`src/rtl/moesi_line_ctrl.sv`:
```
module moesi_line_ctrl (
  input  logic       clk,
  input  logic       rst_n,
  input  logic       cpu_valid,
  input  logic [1:0] cpu_op,
  output logic       cpu_ready,
  output logic       cpu_done,
  output logic [1:0] bus_req,
  input  logic       bus_gnt,
  input  logic       bus_shared_in,
  output logic       bus_wb,
  input  logic       snp_valid,
  input  logic [1:0] snp_cmd,
  output logic       snp_has_copy,
  output logic       snp_has_dirty,
  output logic       snp_supply,
  output logic [2:0] line_state
);

  localparam logic [2:0] ST_I = 3'd0, ST_S = 3'd1, ST_E = 3'd2, ST_O = 3'd3, ST_M = 3'd4;
  localparam logic [1:0] RQ_NONE = 2'b00, RQ_RD = 2'b01, RQ_RDX = 2'b10, RQ_UPG = 2'b11;
  localparam logic [1:0] OP_LD = 2'd0, OP_ST = 2'd1, OP_EV = 2'd2;

  logic [2:0] st, st_nx;
  logic [1:0] pend, pend_nx;
  logic       done_q, done_nx;
  logic       wb_q, wb_nx;

  wire dirty   = (st == ST_M) || (st == ST_O);
  wire snp_rd  = snp_valid && (snp_cmd == RQ_RD);
  wire snp_inv = snp_valid && ((snp_cmd == RQ_RDX) || (snp_cmd == RQ_UPG));

  assign cpu_ready     = (pend == RQ_NONE) && !snp_valid;
  assign cpu_done      = done_q;
  assign bus_req       = pend;
  assign bus_wb        = wb_q;
  assign line_state    = st;
  assign snp_has_copy  = snp_rd && (st != ST_I);
  assign snp_has_dirty = snp_rd && dirty;
  assign snp_supply    = (snp_rd || (snp_valid && snp_cmd == RQ_RDX)) && dirty;

  always_comb begin
    st_nx   = st;
    pend_nx = pend;
    done_nx = 1'b0;
    wb_nx   = 1'b0;
    if (snp_rd) begin
      if (st == ST_E) st_nx = ST_S;
      else if (st == ST_M) st_nx = ST_O;
    end else if (snp_inv) begin
      st_nx = ST_I;
      if (pend == RQ_UPG) pend_nx = RQ_RDX;
    end else if (pend != RQ_NONE) begin
      if (bus_gnt) begin
        if (pend == RQ_RD) st_nx = bus_shared_in ? ST_S : ST_E;
        else st_nx = ST_M;
        pend_nx = RQ_NONE;
        done_nx = 1'b1;
      end
    end else if (cpu_valid) begin
      case (cpu_op)
        OP_LD: begin
          if (st == ST_I) pend_nx = RQ_RD;
          else done_nx = 1'b1;
        end
        OP_ST: begin
          if (st == ST_E || st == ST_M) begin
            st_nx   = ST_M;
            done_nx = 1'b1;
          end else if (st == ST_I) pend_nx = RQ_RDX;
          else pend_nx = RQ_UPG;
        end
        OP_EV: begin
          wb_nx   = dirty;
          st_nx   = ST_I;
          done_nx = 1'b1;
        end
        default: done_nx = 1'b1;
      endcase
    end
  end

  always_ff @(posedge clk) begin
    if (!rst_n) begin
      st     <= ST_I;
      pend   <= RQ_NONE;
      done_q <= 1'b0;
      wb_q   <= 1'b0;
    end else begin
      st     <= st_nx;
      pend   <= pend_nx;
      done_q <= done_nx;
      wb_q   <= wb_nx;
    end
  end

endmodule

```
`config.mk`:
```
export PLATFORM = sky130hd
export DESIGN_NAME = moesi_line_ctrl
export DESIGN_NICKNAME = d
export VERILOG_FILES = /design/src/rtl/moesi_line_ctrl.sv
export SDC_FILE = /design/constraint.sdc
export NUM_CORES = 1
export LEC_CHECK = 0
export ABC_AREA = 0
export BUFFER_PORTS_ARGS = -buffer_cell sky130_fd_sc_hd__buf_2
export CORE_MARGIN = 1.5
export CORE_UTILIZATION = 42
export CTS_CLUSTER_DIAMETER = 60
export DETAILED_ROUTE_END_ITERATION = 10
export HOLD_SLACK_MARGIN = 0.08
export PLACE_DENSITY = 0.83
export SETUP_SLACK_MARGIN = 0.15
export SLEW_MARGIN = 20
export SYNTH_ARGS = -nofsm -noshare
export SYNTH_HDL_FRONTEND = slang
export SYNTH_SLANG_ARGS = --single-unit
```
`constraint.sdc`:
```
create_clock -name clk -period 1.6 [get_ports clk]
set_clock_uncertainty 0.2 [all_clocks]
set_input_delay 0.4 -clock clk [delete_from_list [all_inputs] [get_ports clk]]
set_output_delay 0.4 -clock clk [all_outputs]
set_load 0.05 [all_outputs]
```
==> summary.txt <==
Synth
  • Netlist cell types: 36
  • Gate Count Post-Synth: 70
  • Top cell type's share of synthesized area: 24.9%
  • Mapped Avg Cell Area: 8.03 µm²
  • Yosys top cell by area: dfxtp_1
  • Synth warn: 0
  • Synth top area cells: dfxtp_1, mux2i_1, nand2_1, nor2_1, buf_6
  • Seq cells post-synth: 7
  • Synthesized Nets: 80
  • Sequential share of the synthesized area: 24.9%
  • Synthesized area: 562 µm²

Routing
  • Final ANT Viol Nets: 0
  • WL final: 2970 µm
  • Pre-antenna DRT Iters: 4
  • Drt wl/cell: 23.0 µm
  • Total vias in the final route: 846
  • Remaining DRCs: 0
  • Drt first-iter violations: 60
  • Vias/cell: 6.56

Clocking
  • Sink Count: 7
  • Clock transition at path regs: 60 ps
  • Clk buf depth: 2
  • H-tree levels: 1
  • TritonCTS clock tree: yes
  • Hold buffer count at cts: 0
  • Clock latency at the later pin of the worst-skew pair: 260 ps
  • Cts bufs inserted: 3
  • Clk root buf: clkbuf_4

Critical path
  • CP Capture Type: output pin
  • Worst Path Class, Setup: register to output pin
  • FF-to-FF path depth: 6
  • R2r startpoint: line_state[2]
  • Critical path required time: 1000 ps
  • Max FO, Critical Path: 2
  • Worst R2R Setup Slack: -210 ps
  • Reg-to-reg endpoint: bus_req[1]
  • Critical Path AT: 1310 ps
  • Critical Path Source Type: register

STA
  • Max_slew headroom: 80.3%
  • Worst-Margin Slew: 294 ps
  • RSZ-0062 raised after global routing: true
  • Final Max Tran Viols: 0
  • Final setup fails: 11
  • Final Hold Viols: 0
  • Max Fclk: 524 MHz
  • Post-route setup slack: -309 ps
  • Tcrit/Tclk final: 119%
  • Post-layout min period: 1910 ps

Final layout
  • Commonest non-fill, non-tap cell in the layout: buf_4
  • Share of layout cells above drive strength 1: 64.3%
  • Final instance area: 1120 µm²
  • Layout Nets: 126
  • P&R area growth vs syn: 98.9%
  • Fillers: 27
  • Most frequent cells in the layout: buf_4, buf_6, nand2_1, buf_2
  • Non-filler cells, final: 129
  • Number of antenna diodes: 0

Global route
  • First-pass GRT wire length: 3750 µm
  • Remaining Overflow, GRT: 0
  • Pin count of the biggest net entering global routing: 10
  • All-Layer GR Usage: 37.2%
  • Initial antenna violation count: 0
  • Vias in the first global route: 764

Floorplanning
  • Die width: 39.6 µm
  • Die ar.: 1570 µm²
  • Core Footprint: 1170 µm²
  • Die Ht: 39.6 µm
  • # IOs: 21
  • Starting Density: 48.0%
  • Cell Rows: 12

Hold path
  • Hold_sp: rst_n
  • Hold Path Depth: 3
  • WHS Endpoint: line_state[2]
  • Worst min-delay path category: input port to register

Pwr
  • Peak VDD IR: 0.613 mV
  • Leakage: 0.503 nW
  • Power Density: 990 nW/µm²

Status
  • Failing checks: negative setup slack
  • Status: complete, but fails checks

Place
  • Placed Area: 845 µm²
  • DP Wirelength: 1150 µm
  • Dpl cells: 116
  • Port Buffers: 20
  • Global placement routability congestion: 0.829

Job
  • Number of max-cap violations: 0
[state kept, by name, summed over array words and instances, names as in the netlist]
register and count:
bus_req 2, line_state 3, cpu_done 1, bus_wb 1
[how the worst max path moves through the flow]
stage,from,endpoint,slack (ps),cells after the start
floorplan,line_state[0],snp_has_dirty,-120,5
global placement,snp_cmd[1],snp_has_copy,-180,4
detailed placement,snp_cmd[1],snp_has_copy,-200,4
CTS,line_state[2],snp_has_copy,-280,3
global route,line_state[1],snp_has_copy,-350,3
finish,line_state[2],snp_has_copy,-310,3
[cell type report]
type / count / area (µm²) / share of cell area (%)
multi-input cells: 56 / 497 / 44.5
clock buffers: 4 / 26.3 / 2.35
repair buffers: 45 / 407 / 36.4
inverters: 3 / 11.3 / 1.01
well taps: 14 / 17.5 / 1.57
flip-flops and latches: 7 / 159 / 14.2
[synth_stat cells]
| cell type | count |
|---|---|
| a21boi_0 | 1 |
| a21o_1 | 1 |
| a21oi_1 | 3 |
| a221oi_2 | 1 |
| a32o_1 | 1 |
| and3_1 | 1 |
| and4b_1 | 1 |
| buf_1 | 1 |
| buf_6 | 2 |
| clkbuf_2 | 1 |
| dfxtp_1 | 7 |
| inv_1 | 3 |
| mux2i_1 | 4 |
| nand2_1 | 10 |
| nand2b_1 | 3 |
| nand3_1 | 2 |
| nand3b_1 | 1 |
| nand4_2 | 1 |
| nor2_1 | 7 |
| nor2b_1 | 1 |
| nor3_1 | 2 |
| nor4_1 | 1 |
| o2111ai_1 | 1 |
| o211ai_2 | 1 |
| o21a_1 | 1 |
| o21ai_0 | 2 |
| o21ai_1 | 1 |
| o21bai_1 | 1 |
| o221ai_2 | 1 |
| o22ai_2 | 1 |
| o31ai_1 | 1 |
| or2_2 | 1 |
| or3_4 | 1 |
| or3b_4 | 1 |
| xnor2_1 | 1 |
| xor2_1 | 1 |
[per-layer routing]
metal	GRT usage, %	wire, µm
met3	13.1	247
met2	64.3	1440
met1	41.0	1060
met4	13.8	217
met5	0	0
[cell families after synthesis]
group,Yosys count,synth area share (%)
flip-flops,7,24.9
AO/OA/AOI/OAI,17,25.2
buffers and inverters,7,7.57
XOR/XNOR,2,3.12
multiplexers,4,7.13
AND/OR/NAND/NOR,33,32.1
[stage by stage]
step | utilization, % | TNS (ps) | power [mW] | worst slack [ps] | hold WS, ps
global placement | 72.1 | -1010 | 0.675 | -181 | 299
global route | 95.4 | -1860 | 1.14 | -346 | 290
finish | 95.4 | -1490 | 1.11 | -309 | 291
detailed placement | 72.1 | -1150 | 0.686 | -199 | 324
floorplan | - | -585 | 0.568 | -121 | 381
CTS | 92.0 | -977 | 1.01 | -276 | 241
[where the power goes]
group | leakage [nW] | total [mW] | switching [mW] | internal [mW]
Clock | 0.0150 | 0.180 | 0.0836 | 0.0964
Sequential | 0.0607 | 0.231 | 0.0317 | 0.199
Combinational | 0.427 | 0.696 | 0.367 | 0.328
Total | 0.503 | 1.11 | 0.483 | 0.624
[worst max-delay path, stage by stage (launching register included)]
cell     delay [ps]
dfxtp_4         350
or3_4           400
nor2b_4         140
buf_6           160
[what timing repair did]
action,CTS,global route
pin swaps,6,1
resized for setup,40,9
buffers inserted,8,1
setup endpoints to repair,15,18
Power figures use the tool's default switching activity.
